**src/rtl/scr_pkg.sv**
```systemverilog
package scr_pkg;
  typedef enum logic [1:0] {
    ST_IDLE,
    ST_RST_LOW,
    ST_WAIT
  } scr_state_e;

  typedef struct packed {
    logic busy;
    logic no_atr;
    logic late;
    logic early;
    logic done;
  } scr_status_t;

  localparam int unsigned ADDR_W = 3;
  localparam logic [ADDR_W-1:0] A_TIM_LO = 3'd0;
  localparam logic [ADDR_W-1:0] A_TIM_HI = 3'd1;
  localparam logic [ADDR_W-1:0] A_CTRL   = 3'd2;
  localparam logic [ADDR_W-1:0] A_STAT   = 3'd3;
  localparam logic [ADDR_W-1:0] A_CAP_LO = 3'd4;
  localparam logic [ADDR_W-1:0] A_CAP_HI = 3'd5;
endpackage

```
**src/rtl/scr_io_sync.sv**
```systemverilog
module scr_io_sync #(
  parameter int unsigned STAGES = 2
) (
  input  logic clk_i,
  input  logic rst_ni,
  input  logic io_i,
  output logic fall_o
);
  logic [STAGES-1:0] sync_q;
  logic              last_q;

  // line idles high, so reset to 1 to avoid a false edge
  always_ff @(posedge clk_i or negedge rst_ni) begin
    if (!rst_ni) begin
      sync_q <= '1;
      last_q <= 1'b1;
    end else begin
      sync_q <= {sync_q[STAGES-2:0], io_i};
      last_q <= sync_q[STAGES-1];
    end
  end

  assign fall_o = last_q & ~sync_q[STAGES-1];
endmodule

```
**src/rtl/scr_regs.sv**
```systemverilog
module scr_regs
  import scr_pkg::*;
#(
  parameter int unsigned CNT_W     = 16,
  parameter int unsigned TIMER_RST = 400
) (
  input  logic              clk_i,
  input  logic              rst_ni,
  input  logic              we_i,
  input  logic [ADDR_W-1:0] addr_i,
  input  logic [7:0]        wdata_i,
  output logic [7:0]        rdata_o,
  input  scr_status_t       status_i,
  input  logic [CNT_W-1:0]  capture_i,
  output logic [CNT_W-1:0]  timer_o,
  output logic              start_o
);
  localparam int unsigned HI_W = CNT_W - 8;

  logic [CNT_W-1:0] timer_q;
  logic             ctrl_q;

  always_ff @(posedge clk_i or negedge rst_ni) begin
    if (!rst_ni) begin
      timer_q <= CNT_W'(TIMER_RST);
      ctrl_q  <= 1'b0;
    end else if (we_i) begin
      unique case (addr_i)
        A_TIM_LO: timer_q[7:0]       <= wdata_i;
        A_TIM_HI: timer_q[CNT_W-1:8] <= wdata_i[HI_W-1:0];
        A_CTRL:   ctrl_q             <= wdata_i[0];
        default: ;
      endcase
    end
  end

  // rising edge of the stored start bit only
  assign start_o = we_i && (addr_i == A_CTRL) && wdata_i[0] && !ctrl_q;
  assign timer_o = timer_q;

  always_comb begin
    unique case (addr_i)
      A_TIM_LO: rdata_o = timer_q[7:0];
      A_TIM_HI: rdata_o = 8'(timer_q[CNT_W-1:8]);
      A_CTRL:   rdata_o = {7'd0, ctrl_q};
      A_STAT:   rdata_o = {3'd0, status_i};
      A_CAP_LO: rdata_o = capture_i[7:0];
      A_CAP_HI: rdata_o = 8'(capture_i[CNT_W-1:8]);
      default:  rdata_o = 8'd0;
    endcase
  end

  assert_start_edge_R3: assert property (@(posedge clk_i) disable iff (!rst_ni)
    start_o |=> ctrl_q);
endmodule

```
**src/rtl/scr_seq.sv**
```systemverilog
module scr_seq
  import scr_pkg::*;
#(
  parameter int unsigned CNT_W   = 16,
  parameter int unsigned ATR_MIN = 400,
  parameter int unsigned ATR_MAX = 40000
) (
  input  logic             clk_i,
  input  logic             rst_ni,
  input  logic             cclk_en_i,
  input  logic             start_i,
  input  logic [CNT_W-1:0] timer_i,
  input  logic             fall_i,
  output logic             card_rst_o,
  output scr_status_t      status_o,
  output logic [CNT_W-1:0] capture_o
);
  localparam logic [CNT_W-1:0] CNT_TOP = '1;
  localparam logic [CNT_W-1:0] LIM_LO  = CNT_W'(ATR_MIN);
  localparam logic [CNT_W-1:0] LIM_HI  = CNT_W'(ATR_MAX);

  scr_state_e       state_q;
  logic [CNT_W-1:0] cnt_q, capture_q;
  logic             card_rst_q, done_q, early_q, late_q, noatr_q;

  always_ff @(posedge clk_i or negedge rst_ni) begin
    if (!rst_ni) begin
      state_q    <= ST_IDLE;
      cnt_q      <= '0;
      capture_q  <= '0;
      card_rst_q <= 1'b0;
      done_q     <= 1'b0;
      early_q    <= 1'b0;
      late_q     <= 1'b0;
      noatr_q    <= 1'b0;
    end else begin
      unique case (state_q)
        ST_IDLE: if (start_i) begin
          state_q    <= ST_RST_LOW;
          cnt_q      <= timer_i;
          card_rst_q <= 1'b0;
          done_q     <= 1'b0;
          early_q    <= 1'b0;
          late_q     <= 1'b0;
          noatr_q    <= 1'b0;
        end
        ST_RST_LOW: if (cclk_en_i) begin
          if (cnt_q <= CNT_W'(1)) begin
            cnt_q      <= '0;
            card_rst_q <= 1'b1;
            state_q    <= ST_WAIT;
          end else begin
            cnt_q <= cnt_q - 1'b1;
          end
        end
        ST_WAIT: begin
          if (fall_i) begin
            capture_q <= cnt_q;
            done_q    <= 1'b1;
            early_q   <= cnt_q < LIM_LO;
            late_q    <= cnt_q > LIM_HI;
            state_q   <= ST_IDLE;
          end else if (cclk_en_i) begin
            if (cnt_q == CNT_TOP) begin
              capture_q <= cnt_q;
              done_q    <= 1'b1;
              noatr_q   <= 1'b1;
              state_q   <= ST_IDLE;
            end else begin
              cnt_q <= cnt_q + 1'b1;
            end
          end
        end
        default: state_q <= ST_IDLE;
      endcase
    end
  end

  assign card_rst_o = card_rst_q;
  assign capture_o  = capture_q;
  assign status_o   = '{busy: state_q != ST_IDLE, no_atr: noatr_q, late: late_q,
                        early: early_q, done: done_q};

  assert_release_from_low_R2: assert property (@(posedge clk_i) disable iff (!rst_ni)
    $rose(card_rst_q) |-> $past(state_q == ST_RST_LOW));

  assert_count_step_R4: assert property (@(posedge clk_i) disable iff (!rst_ni)
    (state_q == ST_WAIT && $past(state_q == ST_WAIT) && $past(cclk_en_i))
      |-> (cnt_q - $past(cnt_q)) == CNT_W'(1));

  assert_one_result_R6: assert property (@(posedge clk_i) disable iff (!rst_ni)
    $onehot0({early_q, late_q, noatr_q}));

  assert_capture_hold_R11: assert property (@(posedge clk_i) disable iff (!rst_ni)
    (state_q == ST_IDLE && $past(state_q == ST_IDLE)) |-> $stable(capture_q));

  assert_no_restart_busy_R9: assert property (@(posedge clk_i) disable iff (!rst_ni)
    ($past(state_q == ST_WAIT) && $past(start_i)) |-> state_q != ST_RST_LOW);

  assert_done_ends_busy_R9: assert property (@(posedge clk_i) disable iff (!rst_ni)
    $rose(done_q) |-> state_q == ST_IDLE);
endmodule

```
**src/rtl/scr_rst_timer.sv**
```systemverilog
module scr_rst_timer
  import scr_pkg::*;
#(
  parameter int unsigned CNT_W       = 16,
  parameter int unsigned TIMER_RST   = 400,
  parameter int unsigned ATR_MIN     = 400,
  parameter int unsigned ATR_MAX     = 40000,
  parameter int unsigned SYNC_STAGES = 2
) (
  input  logic              clk_i,
  input  logic              rst_ni,
  input  logic              cclk_en_i,
  input  logic              reg_we_i,
  input  logic [ADDR_W-1:0] reg_addr_i,
  input  logic [7:0]        reg_wdata_i,
  output logic [7:0]        reg_rdata_o,
  input  logic              card_io_i,
  output logic              card_rst_o,
  output logic              busy_o
);
  logic [CNT_W-1:0] timer, capture;
  logic             start, io_fall;
  scr_status_t      status;

  scr_io_sync #(.STAGES(SYNC_STAGES)) u_sync (
    .clk_i  (clk_i),
    .rst_ni (rst_ni),
    .io_i   (card_io_i),
    .fall_o (io_fall)
  );

  scr_regs #(.CNT_W(CNT_W), .TIMER_RST(TIMER_RST)) u_regs (
    .clk_i     (clk_i),
    .rst_ni    (rst_ni),
    .we_i      (reg_we_i),
    .addr_i    (reg_addr_i),
    .wdata_i   (reg_wdata_i),
    .rdata_o   (reg_rdata_o),
    .status_i  (status),
    .capture_i (capture),
    .timer_o   (timer),
    .start_o   (start)
  );

  scr_seq #(.CNT_W(CNT_W), .ATR_MIN(ATR_MIN), .ATR_MAX(ATR_MAX)) u_seq (
    .clk_i      (clk_i),
    .rst_ni     (rst_ni),
    .cclk_en_i  (cclk_en_i),
    .start_i    (start),
    .timer_i    (timer),
    .fall_i     (io_fall),
    .card_rst_o (card_rst_o),
    .status_o   (status),
    .capture_o  (capture)
  );

  assign busy_o = status.busy;
endmodule

```
**config.mk**
```make
export PLATFORM = sky130hd
export DESIGN_NAME = scr_rst_timer
export DESIGN_NICKNAME = d
export VERILOG_FILES = /design/src/rtl/scr_pkg.sv /design/src/rtl/scr_io_sync.sv /design/src/rtl/scr_regs.sv /design/src/rtl/scr_seq.sv /design/src/rtl/scr_rst_timer.sv
export SDC_FILE = /design/constraint.sdc
export NUM_CORES = 1
export LEC_CHECK = 0
export CORE_UTILIZATION = 59
export CTS_CLUSTER_DIAMETER = 50
export DETAILED_ROUTE_END_ITERATION = 12
export PLACE_DENSITY_LB_ADDON = 0.1
export SLEW_MARGIN = 30
export SYNTH_ARGS = -nofsm -noshare
export SYNTH_HDL_FRONTEND = slang
export SYNTH_SLANG_ARGS = --single-unit
```
**constraint.sdc**
```tcl
create_clock -name clk_i -period 3.5 [get_ports clk_i]
set_input_delay 0.525 -clock clk_i [delete_from_list [all_inputs] [get_ports clk_i]]
set_output_delay 0.525 -clock clk_i [all_outputs]
set_load 0.05 [all_outputs]
```
==> impl_metrics.py <==
metrics = {
    "drt": {
        "wl_met3_um": 913,
        "drt_iter0_drc": 537,
        "finalWirelength_mm": 9.76,
        "drc": 0,
        "route.met2.wl_mm": 4.39,
        "via_per_inst": 6.66,
        "drt_pre_antenna_iters": 5,
        "num_vias": 3256,
        "wl_met1_mm": 4.13,
        "top_layer": "met4",
        "wl_per_cell_um": 20.0,
        "ant_nets": 0,
    },
    "run": {
        "max-cap-violations": 0,
    },
    "finish": {
        "fin_nets": 433,
        "design_area_sq_mm": 0.00422,
        "instances_no_fill": 489,
        "final_cell_mix": "53 x dfrtp_1, 37 x nand2_1, 35 x o21ai_0",
        "syn_to_final_growth_pct": 15.1,
        "drive_gt1_share_pct": 20.5,
        "postLayoutCoreUtil_pct": 70.9,
        "diodes": 0,
        "fill_cells": 468,
        "final_common_cell": "dfrtp_1",
    },
    "synthesis": {
        "synth-edff-count": 0,
        "syn_area_per_cell_sq_um": 9.40,
        "synthDistinctLibCells": 58,
        "async_flop_share_pct": 100,
        "synthAdderAreaFrac_pct": 2.73,
        "ys_seq_area_share_pct": 40.5,
        "synth_top_family_by_area": "compound AO/OA/AOI/OAI gates",
        "synth_flop_cell": "dfrtp_1",
        "ys_seq_elements": 59,
        "syn_area_sq_mm": 0.00367,
        "yosys_warnings": 0,
        "synth-simple-area-share_pct": 16.3,
        "syn_nets": 414,
        "synth_xor_area_share_pct": 1.67,
        "synthMuxAreaShare_pct": 14.2,
        "synth-compound-area-share_pct": 19.6,
        "syn_inst": 390,
    },
    "clocking": {
        "clock_latency_ps": 350,
        "post_cts_buffers": 0,
        "hold_buffers": 0,
        "cts_tree": "done",
        "htreeDepth": 3,
        "root_buffer": "clkbuf_8",
        "cts_made_buffers": 9,
        "clkTransAtPathRegs_ps": 80,
        "cts_resized": 0,
        "clk_path_buf_depth": 2,
        "clock-sinks": 59,
    },
    "power": {
        "sw_frac_of_total_pct": 45.4,
        "p_comb_share_pct": 47.3,
        "switching_power_uw": 1810,
        "leakagePower_uw": 0.00171,
        "p_per_area_mw_per_mm2": 944,
        "p_int_uw": 2170,
        "p_seq_share_pct": 33.1,
        "ir_drop_v": 0.000742,
        "power.clock.fraction_pct": 19.6,
    },
    "floorplanning": {
        "core_sq_mm": 0.00596,
        "placementRows": 28,
        "dieWidth_um": 80.8,
        "io_pins": 26,
        "initial_core_util_pct": 61.6,
        "die_height_um": 80.8,
        "dieArea_sq_mm": 0.00653,
    },
    "timing": {
        "max_freq_mhz": 346,
        "slew_violations": 0,
        "layout_min_cycle_time_ps": 2890,
        "fin_skew_ps": 16.8,
        "worstMarginPinSlew_ps": 813,
        "rsz0062_at_grt": "no",
        "final-setup-viol-count": 0,
        "slew_headroom_pct": 45.2,
        "fin_setup_tns_ps": 0,
        "hold_ws_ps": 113,
        "hold_viol": 0,
        "finalCritPeriodShare_pct": 82.5,
    },
    "critical_path": {
        "critical_path_peak_fanout": 10,
        "arrival_ps": 2360,
        "start_kind": "input pin",
        "endpoint_kind": "output pin",
        "worstSetupPathType": "input pin to output pin",
        "worstPathRequired_ps": 2970,
    },
    "global_route": {
        "grt_pass1_vias": 3115,
        "gr-total-overflow": 0,
        "antenna_found_initial": 0,
        "track_usage_pct": 33.4,
        "grt_pass1_wl_mm": 15.9,
        "grt_max_degree": 43,
    },
    "placement": {
        "routabilityCongestion": 0.945,
        "dpl_cell_area_sq_mm": 0.00397,
        "dpl.hpwl_mm": 6.84,
        "io_buffers": 25,
        "dp.cells": 473,
    },
    "status": {
        "outcome": "finished, final reports clean",
    },
    "min_path": {
        "hp-class": "input pin to asynchronous set/reset pin",
    },
}
registers in the layout, summed over array words and instances, names as in the netlist:
name              count
u_seq.state_q         2
u_sync.last_q         1
u_seq.card_rst_o      1
u_seq.early_q         1
u_regs.ctrl_q         1
u_seq.capture_o      16
u_seq.cnt_q          16
u_seq.late_q          1
u_regs.timer_o       16
u_sync.sync_q         2
u_seq.done_q          1
u_seq.noatr_q         1
power groups by stage:
stage / clock network [uW] / logic [uW] / registers (uW)
final: 780 / 1880 / 1320
after global routing: 811 / 2060 / 1350
after CTS: 788 / 1860 / 1300
after detailed placement: 0 / 1840 / 1310
after global placement: 0 / 1800 / 1300
after floorplan: 0 / 1490 / 1110
Yosys cell counts, drive strengths merged (2+ instances only):
cell type	instances	area, sq um
dfrtp	53	1330
o21ai	38	190
nand2	37	139
mux2	29	327
nor2	25	93.8
clkbuf	19	71.3
nand3	19	95.1
a21oi	18	90.1
inv	17	63.8
nor3	9	45.0
buf	8	42.5
ha	8	100
o31ai	7	52.6
dfstp	6	158
mux2i	6	60.1
mux4	6	135
nor4	6	37.5
a221oi	5	43.8
nand4	5	31.3
o41ai	5	51.3
xnor2	5	43.8
nand2b	4	25.0
or3	4	26.3
or4	4	37.5
a211oi	3	22.5
a221o	3	31.3
a22o	3	27.5
a22oi	3	22.5
and2	3	18.8
nor2b	3	18.8
o211ai	3	22.5
a21boi	2	15.0
a31oi	2	12.5
a41oi	2	17.5
o221ai	2	17.5
o2bb2ai	2	17.5
o311ai	2	17.5
xor2	2	17.5
cell type report:
type | instances | area (sq um) | share of cell area [%]
inverter | 18 | 67.6 | 1.60
multi-input combinational | 286 | 2000 | 47.4
timing repair buffer | 35 | 325 | 7.71
clock buffer | 9 | 124 | 2.94
sequential | 59 | 1480 | 35.2
clock inverter | 7 | 125 | 2.96
tap | 75 | 93.8 | 2.22
cells by family (layout without fill, tap and decap cells):
| group | Yosys count | after routing |
|---|---|---|
| simple gates | 123 | 123 |
| compound gates | 107 | 107 |
| flops | 59 | 59 |
| buf+inv | 45 | 69 |
| mux | 41 | 41 |
| fa+ha+maj | 8 | 8 |
| xor+xnor | 7 | 7 |
per-stage QoR:
step,worst slack [ps],power [uW]
after floorplan,470,2600
after global placement,676,3090
after detailed placement,672,3140
after CTS,652,3950
after global routing,418,4220
final,614,3980
worst max-delay path: stages:
cell             delay [ps]
clkdlybuf4s50_1         660
clkinv_1                360
nor2_1                  270
nand2_1                  70
o21ai_0                  80
nand2_1                  80
o31ai_1                 120
buf_12                  200
layer usage:
layer  vias to the layer above  global-route usage [%]
met3                        36                    9.21
met4                         0                    14.5
met2                       184                    49.3
met1                      1553                    46.1
met5                         -                       0
li1                       1483                       -
worst paths after layout:
check | startpoint | endpoint | slack, ps | cells after the start
max in group asynchronous | rst_ni | u_regs.timer_o[7]$_DFFE_PN1P_ | 2470 | 2
max reg2reg | u_seq.cnt_q[4]$_DFFE_PN0P_ | u_seq.cnt_q[14]$_DFFE_PN0P_ | 680 | 5
min | rst_ni | u_seq.state_q[1]$_DFFE_PN0P_ | 110 | 1
min reg2reg | u_sync.sync_q[0]$_DFF_PN1_ | u_sync.sync_q[1]$_DFF_PN1_ | 370 | 0
max | reg_addr_i[1] | reg_rdata_o[1] | 610 | 8
min in group clk_i | u_sync.sync_q[0]$_DFF_PN1_ | u_sync.sync_q[1]$_DFF_PN1_ | 370 | 0
Power figures use the tool's default switching activity.
